### config.mk
export PLATFORM = sky130hd
export DESIGN_NAME = iq_issue_queue
export DESIGN_NICKNAME = d
export VERILOG_FILES = /design/src/rtl/iq_pkg.sv /design/src/rtl/iq_pick2.sv /design/src/rtl/iq_dep_lookup.sv /design/src/rtl/iq_issue_queue.sv
export SDC_FILE = /design/constraint.sdc
export NUM_CORES = 1
export LEC_CHECK = 0
export BUFFER_PORTS_ARGS = -buffer_cell sky130_fd_sc_hd__buf_2
export CAP_MARGIN = 20
export CORE_AREA = 2 2 341 343
export CTS_CLUSTER_DIAMETER = 200
export DETAILED_ROUTE_END_ITERATION = 10
export DIE_AREA = 0 0 343 345
export PLACE_DENSITY_LB_ADDON = 0.25
export SLEW_MARGIN = 20
export SYNTH_ARGS = -nofsm -noshare
export SYNTH_HDL_FRONTEND = slang
export SYNTH_HIERARCHICAL = 1
export SYNTH_SLANG_ARGS = --single-unit
### constraint.sdc
create_clock -name clk -period 8.5 [get_ports clk]
set_input_delay 0.425 -clock clk [delete_from_list [all_inputs] [get_ports clk]]
set_output_delay 0.425 -clock clk [all_outputs]
set_load 0.01 [all_outputs]
### src/rtl/iq_pkg.sv
package iq_pkg;
  typedef enum logic [1:0] {
    ST_WAIT  = 2'd0,
    ST_READY = 2'd1,
    ST_RUN   = 2'd2,
    ST_DONE  = 2'd3
  } iq_state_e;
endpackage

### src/rtl/iq_pick2.sv
// Picks the two oldest requesting slots, counting age from base.
module iq_pick2 #(
  parameter int DEPTH = 8,
  parameter int IDX_W = 3
) (
  input  logic [DEPTH-1:0]          req,
  input  logic [IDX_W-1:0]          base,
  output logic [1:0]                gnt_v,
  output logic [1:0][IDX_W-1:0]     gnt_idx
);
  logic [IDX_W-1:0] rot_idx [DEPTH];

  for (genvar g = 0; g < DEPTH; g++) begin : g_rot
    assign rot_idx[g] = base + IDX_W'(g);
  end

  always_comb begin
    gnt_v   = '0;
    gnt_idx = '0;
    for (int i = 0; i < DEPTH; i++) begin
      if (req[rot_idx[i]]) begin
        if (!gnt_v[0]) begin
          gnt_v[0]   = 1'b1;
          gnt_idx[0] = rot_idx[i];
        end else if (!gnt_v[1]) begin
          gnt_v[1]   = 1'b1;
          gnt_idx[1] = rot_idx[i];
        end
      end
    end
  end
endmodule

### src/rtl/iq_dep_lookup.sv
// Finds the youngest occupied slot whose destination matches a source tag.
module iq_dep_lookup #(
  parameter int DEPTH = 8,
  parameter int TAG_W = 8,
  parameter int IDX_W = 3
) (
  input  logic [DEPTH-1:0]            occ,
  input  logic [DEPTH-1:0]            live,
  input  logic [DEPTH-1:0][TAG_W-1:0] dst_tag,
  input  logic [IDX_W-1:0]            base,
  input  logic                        src_en,
  input  logic [TAG_W-1:0]            src_tag,
  output logic                        pend,
  output logic [IDX_W-1:0]            prod_idx
);
  logic [IDX_W-1:0] rot_idx [DEPTH];
  logic             hit;
  logic             hit_live;

  for (genvar g = 0; g < DEPTH; g++) begin : g_rot
    assign rot_idx[g] = base + IDX_W'(g);
  end

  // scan oldest to youngest; the last match wins
  always_comb begin
    hit      = 1'b0;
    hit_live = 1'b0;
    prod_idx = '0;
    for (int i = 0; i < DEPTH; i++) begin
      if (occ[rot_idx[i]] && dst_tag[rot_idx[i]] == src_tag) begin
        hit      = 1'b1;
        hit_live = live[rot_idx[i]];
        prod_idx = rot_idx[i];
      end
    end
  end

  assign pend = src_en && hit && hit_live;
endmodule

### src/rtl/iq_issue_queue.sv
module iq_issue_queue #(
  parameter int DEPTH = 8,   // power of two, at least 2
  parameter int TAG_W = 8,
  parameter int OP_W  = 4
) (
  input  logic                  clk,
  input  logic                  rst,
  input  logic                  enq_valid,
  input  logic [OP_W-1:0]       enq_op,
  input  logic                  enq_src0_en,
  input  logic [TAG_W-1:0]      enq_src0,
  input  logic                  enq_src1_en,
  input  logic [TAG_W-1:0]      enq_src1,
  input  logic [TAG_W-1:0]      enq_dst,
  output logic                  full,
  output logic [1:0]            iss_valid,
  output logic [1:0][OP_W-1:0]  iss_op,
  output logic [1:0][TAG_W-1:0] iss_src0,
  output logic [1:0][TAG_W-1:0] iss_src1,
  output logic [1:0][TAG_W-1:0] iss_dst,
  output logic [1:0]            bcast_valid,
  output logic [1:0][TAG_W-1:0] bcast_tag
);
  import iq_pkg::*;

  localparam int IDX_W = $clog2(DEPTH);
  localparam int CNT_W = $clog2(DEPTH + 1);

  // slot storage
  logic [DEPTH-1:0]            ent_vld;
  iq_state_e                   ent_st   [DEPTH];
  logic [OP_W-1:0]             ent_op   [DEPTH];
  logic [DEPTH-1:0][TAG_W-1:0] ent_dst;
  logic [TAG_W-1:0]            ent_s0   [DEPTH];
  logic [TAG_W-1:0]            ent_s1   [DEPTH];
  logic [1:0]                  ent_pend [DEPTH];
  logic [IDX_W-1:0]            ent_prod [DEPTH][2];

  logic [IDX_W-1:0] head;
  logic [CNT_W-1:0] count;

  // slot classification
  logic [DEPTH-1:0] live_m, ready_m, run_m, take_m, free_m;
  logic [1:0]       pend_nxt [DEPTH];

  always_comb begin
    for (int i = 0; i < DEPTH; i++) begin
      live_m[i]  = ent_vld[i] && (ent_st[i] == ST_WAIT || ent_st[i] == ST_READY);
      ready_m[i] = ent_vld[i] && (ent_st[i] == ST_READY);
      run_m[i]   = ent_vld[i] && (ent_st[i] == ST_RUN);
    end
  end

  // wake-up: a pending source clears when its producer finishes this edge
  always_comb begin
    for (int i = 0; i < DEPTH; i++) begin
      for (int s = 0; s < 2; s++) begin
        pend_nxt[i][s] = ent_pend[i][s] && !run_m[ent_prod[i][s]];
      end
    end
  end

  // dependency lookup for both arriving sources
  logic [1:0]            lk_en;
  logic [1:0][TAG_W-1:0] lk_tag;
  logic [1:0]            lk_pend;
  logic [1:0][IDX_W-1:0] lk_prod;

  assign lk_en  = {enq_src1_en, enq_src0_en};
  assign lk_tag = {enq_src1, enq_src0};

  for (genvar s = 0; s < 2; s++) begin : g_lookup
    iq_dep_lookup #(.DEPTH(DEPTH), .TAG_W(TAG_W), .IDX_W(IDX_W)) u_lookup (
      .occ      (ent_vld),
      .live     (live_m),
      .dst_tag  (ent_dst),
      .base     (head),
      .src_en   (lk_en[s]),
      .src_tag  (lk_tag[s]),
      .pend     (lk_pend[s]),
      .prod_idx (lk_prod[s])
    );
  end

  // issue selection and completion ordering
  logic [1:0]            sel_v, cmp_v;
  logic [1:0][IDX_W-1:0] sel_idx, cmp_idx;

  iq_pick2 #(.DEPTH(DEPTH), .IDX_W(IDX_W)) u_select (
    .req (ready_m), .base (head), .gnt_v (sel_v), .gnt_idx (sel_idx)
  );

  iq_pick2 #(.DEPTH(DEPTH), .IDX_W(IDX_W)) u_complete (
    .req (run_m), .base (head), .gnt_v (cmp_v), .gnt_idx (cmp_idx)
  );

  // in-order retirement from the head, up to two per cycle
  logic [IDX_W-1:0] head_nx1;
  logic [IDX_W-1:0] tail;
  logic             ret0, ret1, enq_acc;
  logic [1:0]       nret;
  logic [CNT_W-1:0] count_next;

  assign head_nx1   = head + IDX_W'(1);
  assign tail       = head + count[IDX_W-1:0];
  assign ret0       = ent_vld[head] && ent_st[head] == ST_DONE;
  assign ret1       = ret0 && ent_vld[head_nx1] && ent_st[head_nx1] == ST_DONE;
  assign nret       = {1'b0, ret0} + {1'b0, ret1};
  assign enq_acc    = enq_valid && !full;
  assign count_next = count + CNT_W'(enq_acc) - CNT_W'(nret);

  always_comb begin
    for (int i = 0; i < DEPTH; i++) begin
      take_m[i] = (sel_v[0] && sel_idx[0] == IDX_W'(i)) ||
                  (sel_v[1] && sel_idx[1] == IDX_W'(i));
      free_m[i] = (ret0 && head == IDX_W'(i)) ||
                  (ret1 && head_nx1 == IDX_W'(i));
    end
  end

  always_ff @(posedge clk) begin
    if (rst) begin
      ent_vld     <= '0;
      head        <= '0;
      count       <= '0;
      full        <= 1'b0;
      iss_valid   <= '0;
      bcast_valid <= '0;
    end else begin
      for (int i = 0; i < DEPTH; i++) begin
        if (ent_vld[i]) begin
          unique case (ent_st[i])
            ST_WAIT: begin
              ent_pend[i] <= pend_nxt[i];
              if (pend_nxt[i] == 2'b00) ent_st[i] <= ST_READY;
            end
            ST_READY: if (take_m[i]) ent_st[i] <= ST_RUN;
            ST_RUN:   ent_st[i] <= ST_DONE;
            default:  ;
          endcase
          if (free_m[i]) ent_vld[i] <= 1'b0;
        end else if (enq_acc && tail == IDX_W'(i)) begin
          ent_vld[i]     <= 1'b1;
          ent_st[i]      <= (lk_pend != 2'b00) ? ST_WAIT : ST_READY;
          ent_op[i]      <= enq_op;
          ent_dst[i]     <= enq_dst;
          ent_s0[i]      <= enq_src0;
          ent_s1[i]      <= enq_src1;
          ent_pend[i]    <= lk_pend;
          ent_prod[i][0] <= lk_prod[0];
          ent_prod[i][1] <= lk_prod[1];
        end
      end
      head        <= head + IDX_W'(nret);
      count       <= count_next;
      full        <= (count_next == CNT_W'(DEPTH));
      iss_valid   <= sel_v;
      bcast_valid <= cmp_v;
    end
  end

  // output payload registers, no reset needed
  always_ff @(posedge clk) begin
    for (int p = 0; p < 2; p++) begin
      iss_op[p]    <= ent_op[sel_idx[p]];
      iss_src0[p]  <= ent_s0[sel_idx[p]];
      iss_src1[p]  <= ent_s1[sel_idx[p]];
      iss_dst[p]   <= ent_dst[sel_idx[p]];
      bcast_tag[p] <= ent_dst[cmp_idx[p]];
    end
  end
endmodule

Yosys cells after proc, flatten, opt, wreduce, memory -nomap -nowiden

Memories as Yosys holds them, arrays and structs flattened. A register that Yosys moved wholly into a read port is not among the register bits.
Cells that the tools add are included.

Register bits after elaboration: 116
Memory bits (writable): 240
Output and inout bits: 77
Logic and storage cells: 944
Memories: 6

$add $sub $neg: 12
$lt $le $gt $ge: 28
Equality and inequality tests: 70
Muxes and demuxes: 566
Bitwise gates (word level): 41
Reductions and logical operators: 203

Memories:

| name     | depth | bits a word | rd ports | clocked after Yosys merged registers in | write ports | RTL line             | text |
|---|---|---|---|---|---|---|---|
| ent_s0   | 8     | 8           | 2        | 2                                       | 1           | iq_issue_queue.sv:34 | `logic [TAG_W-1:0] ent_s0 [DEPTH];` |
| ent_s1   | 8     | 8           | 2        | 2                                       | 1           | iq_issue_queue.sv:35 | `logic [TAG_W-1:0] ent_s1 [DEPTH];` |
| ent_prod | 8     | 6           | 8        | 0                                       | 1           | iq_issue_queue.sv:37 | `logic [IDX_W-1:0] ent_prod [DEPTH][2];` |
| ent_op   | 8     | 4           | 2        | 2                                       | 1           | iq_issue_queue.sv:32 | `logic [OP_W-1:0] ent_op [DEPTH];` |
| ent_pend | 8     | 2           | 8        | 0                                       | 8           | iq_issue_queue.sv:36 | `logic [1:0] ent_pend [DEPTH];` |
| ent_st   | 8     | 2           | 10       | 1                                       | 8           | iq_issue_queue.sv:31 | `iq_state_e ent_st [DEPTH];` |

Operators with widths:

| kind                                                                         | number |
|---|---|
| 1-bit 2-to-1 mux                                                             | 317 |
| 8-bit binary-select mux with 3-bit select                                    | 12 |
| 3-bit 2-to-1 mux                                                             | 89 |
| 8-bit 2-to-1 mux                                                             | 26 |
| 1-bit binary-select mux with 3-bit select                                    | 48 |
| 8-bit == test                                                                | 16 |
| 6-bit 2-to-1 mux                                                             | 21 |
| 3-bit by 4-bit less-than comparator with 1-bit output, second input constant | 28 |
| 8-bit OR reduction                                                           | 14 |
| 1-bit logical AND                                                            | 104 |
| 2-bit 2-to-1 mux                                                             | 46 |
| 3-bit == test, second input constant                                         | 20 |
| 6-bit OR reduction                                                           | 7 |
| 2-bit zero test                                                              | 16 |
| 1-bit OR                                                                     | 32 |
| 3-bit by 2-bit == test with 1-bit output, second input constant              | 10 |
| 4-bit 2-to-1 mux                                                             | 7 |
| 4-bit OR reduction                                                           | 7 |
| 1-bit logical OR                                                             | 24 |
| 3-bit AND reduction                                                          | 8 |
| 2-bit == test, second input constant                                         | 10 |
| 1-bit zero test                                                              | 17 |
| 2-bit by 1-bit == test with 1-bit output, second input constant              | 8 |
| 3-bit by 1-bit == test with 1-bit output, second input constant              | 5 |
| other kinds (12)                                                             | 28 |

Depth between registers and ports, before layout

An unclocked memory read counts as a cell.

Word-level depth: 37
Depth in mapped cells: 22

By module

The synthesis kept the hierarchy.

By module, submodules not included:

| module                 | instances | cells each | area each (µm²) |
|---|---|---|---|
| iq_issue_queue         | 1         | 1184       | 18664.2 |
| iq_dep_lookup          | 2         | 493        | 5186.2 |
| iq_pick2 at u_select   | 1         | 180        | 1537.7 |
| iq_pick2 at u_complete | 1         | 179        | 1362.6 |

Worst setup path after synthesis

No wires, ideal clock.

Kind: register to register
Start: reg head[0]
End: reg bcast_tag[11] in the netlist's numbering
Setup time: 0.121 ns
Arrival time: 5.123 ns
Setup slack: 3.256 ns
Stages on the path, launching flop included: 18
Path buffers: 4
Period minus slack after synthesis: 5.244 ns
Path through: dfxtp_1 -> buf_6 -> clkbuf_1 -> inv_1 -> ha_1 -> mux2_2 -> mux2_2 -> o221ai_2 -> nand4_2 -> maj3_1 -> a31oi_1 -> nand2_1 -> a21oi_1 -> a31o_1 -> buf_2 -> buf_2 -> mux4_2 -> mux2_2

RTL lines:

| item                           | RTL line              | text |
|---|---|---|
| start: declaration             | iq_issue_queue.sv:39  | `logic [IDX_W-1:0] head;` |
| start signal: assignment       | iq_issue_queue.sv:154 | `head <= head + IDX_W'(nret);` |
| end signal: indexed assignment | iq_issue_queue.sv:169 | `bcast_tag[p] <= ent_dst[cmp_idx[p]];` |
| end: declaration               | iq_issue_queue.sv:22  | `output logic [1:0][TAG_W-1:0] bcast_tag` |

==> impl_metrics.yaml <==
clock_tree:
  insertion_delay_ns: 0.61
  cts_buffers: 49
  cts_tree: "yes"
  htree_levels: 2
  postCtsSetupBuffers: 0
  clk_pin_slew_worst_paths_ns: 0.06
  clkSinkCount: 396
  cts_resized: 0
  cts_buffer_depth: 3
  cts-root-buf: "clkbuf_16"
  hold_buffers: 0
run:
  drv_cap: 0
sta:
  setup_viol: 0
  final.setup.tns_ns: 0
  hold_viol_final: 0
  worst_pin_slew_ns: 1.10
  period_needed_ns: 6.43
  rsz0062_at_grt: "no"
  clock.fmax_ghz: 0.156
  relSlewSlack_pct: 26.4
  layout_setup_ws_ns: 2.07
  finalClockSkew_ns: 0.0238
  period_share_pct: 75.6
  slew_viol_final: 0
status:
  outcome: "complete, no violations"
power_and_ir_drop:
  vdd_drop_max_uv: 185
  power.density_nw_per_um2: 253
  power.share.sequential_pct: 30.0
  p_leak_nw: 11.3
  p_clk_share_pct: 26.3
  power_frac_comb_pct: 43.7
  intPower_mw: 5.76
  switching_power_mw: 3.26
  swShare_pct: 36.2
logic_synthesis:
  ys_types: 111
  ys_warn_count: 6
  synth_compound_area_share_pct: 10.1
  synth_cells: 2529
  ys_seq_area_share_pct: 34.4
  syn_area_um2: 31900
  synth-adder-area-share_pct: 1.34
  synth.ff_latch_count: 396
  synth-edff-count: 304
  synth.mux.area_fraction_pct: 34.7
  synth_top_family_by_area: "multiplexers"
  synth_nets: 2592
  synthArstFlopShare_pct: 0
  yosys.area_share.simple_pct: 9.76
  synthFlopType: "edfxtp_1"
  synthXorXnorAreaFrac_pct: 4.89
  synth_area_per_cell_um2: 12.6
routing:
  drc: 0
  first_pass_iters: 7
  ant_nets: 0
  wl_per_cell_um: 27.8
  met3WireLength_mm: 9.57
  first_iter_violations: 2674
  wl_mm: 115
  vias_per_cell: 5.85
  num_vias: 24100
  routed-wl-met2_mm: 52.1
  met1Wirelength_mm: 49.1
  highest_layer: "met5"
floorplan:
  die_w_um: 343
  initial_core_util_pct: 27.7
  floorplan.die_area_um2: 118000
  io_pins: 110
  fp.dieH_um: 345
  fp.coreArea_um2: 115000
  num_rows: 125
global_routing:
  grt_pass1_vias: 23900
  grt_util_all_layers_pct: 19.0
  grt_overflow_total: 0
  grt_first_pass_wirelength_mm: 168
  grt_max_degree: 99
  grt_antenna_before_repair: 5
finish:
  layout.nets: 2624
  fillers: 11600
  fin_cells: 4127
  syn2layout_area_growth_pct: 11.5
  layout-drive-gt1-share_pct: 30.6
setup_path:
  worstPathRequired_ns: 8.82
  critPathLaunchType: "flop"
  arrival_ns: 6.75
  crit_fanout: 47
  path_class: "flop to flop"
  r2r_cells: 14
  end_kind: "flop"
place:
  dp_hpwl_mm: 74.5
  portBuffers: 109
  place_inst: 4034
  gp_congestion: 0.886
  preCtsSetupSlack_ns: 2.13
hold_path:
  hold_path.class: "primary input to flop"
  holdPathStages: 1
layout make-up:
type                            instances  area, um2  share of cell area [%]
Multi-Input combinational cell       1851      19500                    54.8
Sequential cell                       396      11000                    30.8
Tap cell                             1524       1910                    5.36
Clock buffer                           55       1290                    3.62
Timing Repair Buffer                  161        973                    2.73
Clock inverter                         36        547                    1.54
Inverter                              102        385                    1.08
Antenna cell                            2       5.00                  0.0141
Yosys cell counts, drive strengths merged, types with 7 or more instances:
cell type,count,share of area [%]
a2111oi,21,0.63
a211oi,46,1.1
a21boi,20,0.47
a21o,8,0.19
a21oi,52,0.85
a22o,15,0.41
a22oi,9,0.21
a31oi,13,0.25
a41oi,8,0.22
and2,21,0.41
buf,139,3.1
clkbuf,41,0.59
dfxtp,92,5.8
edfxtp,304,29
ha,27,1.1
inv,102,1.2
mux2,114,4.1
mux2i,201,6.4
mux4,343,24
nand2,134,1.6
nand2b,21,0.41
nand3,61,1.0
nand3b,7,0.25
nand4,26,0.53
nor2,100,1.2
nor2b,34,0.67
nor3,35,0.62
nor3b,29,0.68
nor4,17,0.68
o2111ai,22,0.60
o211ai,28,0.66
o21ai,86,1.4
o22ai,20,0.39
o2bb2ai,9,0.25
o311ai,11,0.30
o31a,13,0.36
o31ai,10,0.24
or2,14,0.27
or3,19,0.37
xnor2,84,2.6
xor2,76,2.3
power groups by stage:
stage | Clock (mW) | Sequential [mW] | Combinational, mW
final | 2.37 | 2.71 | 3.94
after detailed placement | 0 | 2.74 | 3.95
after CTS | 2.42 | 2.71 | 3.96
after floorplan | 0 | 2.66 | 2.95
after global routing | 2.50 | 2.74 | 4.23
after global placement | 0 | 2.75 | 3.95
registers in the layout (all words and copies together) (netlist names), 3 cells and up:
signal     cells
ent_dst       64
ent_s0        64
ent_s1        64
ent_prod      48
ent_op        32
bcast_tag     16
ent_pend      16
ent_st        16
iss_dst       16
iss_src0      16
iss_src1      16
ent_vld        8
iss_op         8
count          4
head           3
final timing paths:
| check | startpoint | end | slack (ns) |
|---|---|---|---|
| setup / recovery | head[1] | ent_st[0][1] | 2.07 |
| hold / removal | enq_dst[4] | ent_dst[20] | 0.1 |
| setup reg to reg | head[1] | ent_st[0][1] | 2.07 |
| hold reg to reg | count[0] | count[0] | 0.63 |
critical path: stages (launching register included):
cell	delay [ns]
dfxtp_4	0.69
inv_1	0.29
ha_1	0.81
mux4_1	0.66
or2_0	0.21
mux4_2	0.54
a21oi_2	0.22
or2_2	0.18
nand3_2	0.15
o221ai_4	0.76
buf_4	0.72
nor3_1	0.11
o2111ai_1	0.25
a21boi_0	0.30
o311ai_1	0.20
routing by layer:
layer,global-route usage (%),vias to the layer above
met5,0,-
met2,29.3,1176
li1,-,10300
met4,6.62,8
met1,26.3,12400
met3,3.80,214
stage by stage:
stage,hold slack (ns),utilization (%),cell area [um2],total power [mW]
after CTS,0.0697,30.9,35600,9.09
after global placement,0.610,29.3,33800,6.70
after floorplan,0.524,-,31900,5.61
after detailed placement,0.619,29.3,33800,6.69
after global routing,0.0826,30.9,35600,9.47
final,0.0978,30.9,35600,9.02
cells in the final DEF (no fill, tap or decap), types with 12 or more instances in the layout:
cell       synthesis  layout
mux4_2           338     338
edfxtp_1         304     304
mux2i_1          198     198
nand2_1          133     133
mux2_2           111     111
buf_2             66     109
nor2_1            99      99
dfxtp_1           92      89
inv_1             86      85
xnor2_1           78      78
o21ai_0           73      72
xor2_1            68      68
nand3_1           58      58
clkbuf_16          0      50
a21oi_1           49      49
buf_4             21      49
a211oi_1          43      43
nor2b_1           34      34
nor3_1            32      31
nor3b_1           29      29
o211ai_1          28      28
nand4_1           25      25
ha_1              27      25
o2111ai_1         22      22
and2_1            21      21
nand2b_1          21      21
or3_1             19      19
o22ai_1           20      19
a21boi_0          18      18
a2111oi_0         16      16
inv_2             15      15
a22o_1            15      15
bufinv_16          0      13
o31a_1            13      12
a31oi_1           13      12
kinds of logic (layout without fill, tap and decap cells):
family / count (synthesis) / after routing
compound gates: 443 / 443
xor+xnor: 160 / 160
other cells: 0 / 2
simple gates: 557 / 557
mux: 658 / 658
flops: 396 / 396
buf+inv: 282 / 354
fa+ha+maj: 33 / 33
Power figures use the tool's default switching activity.
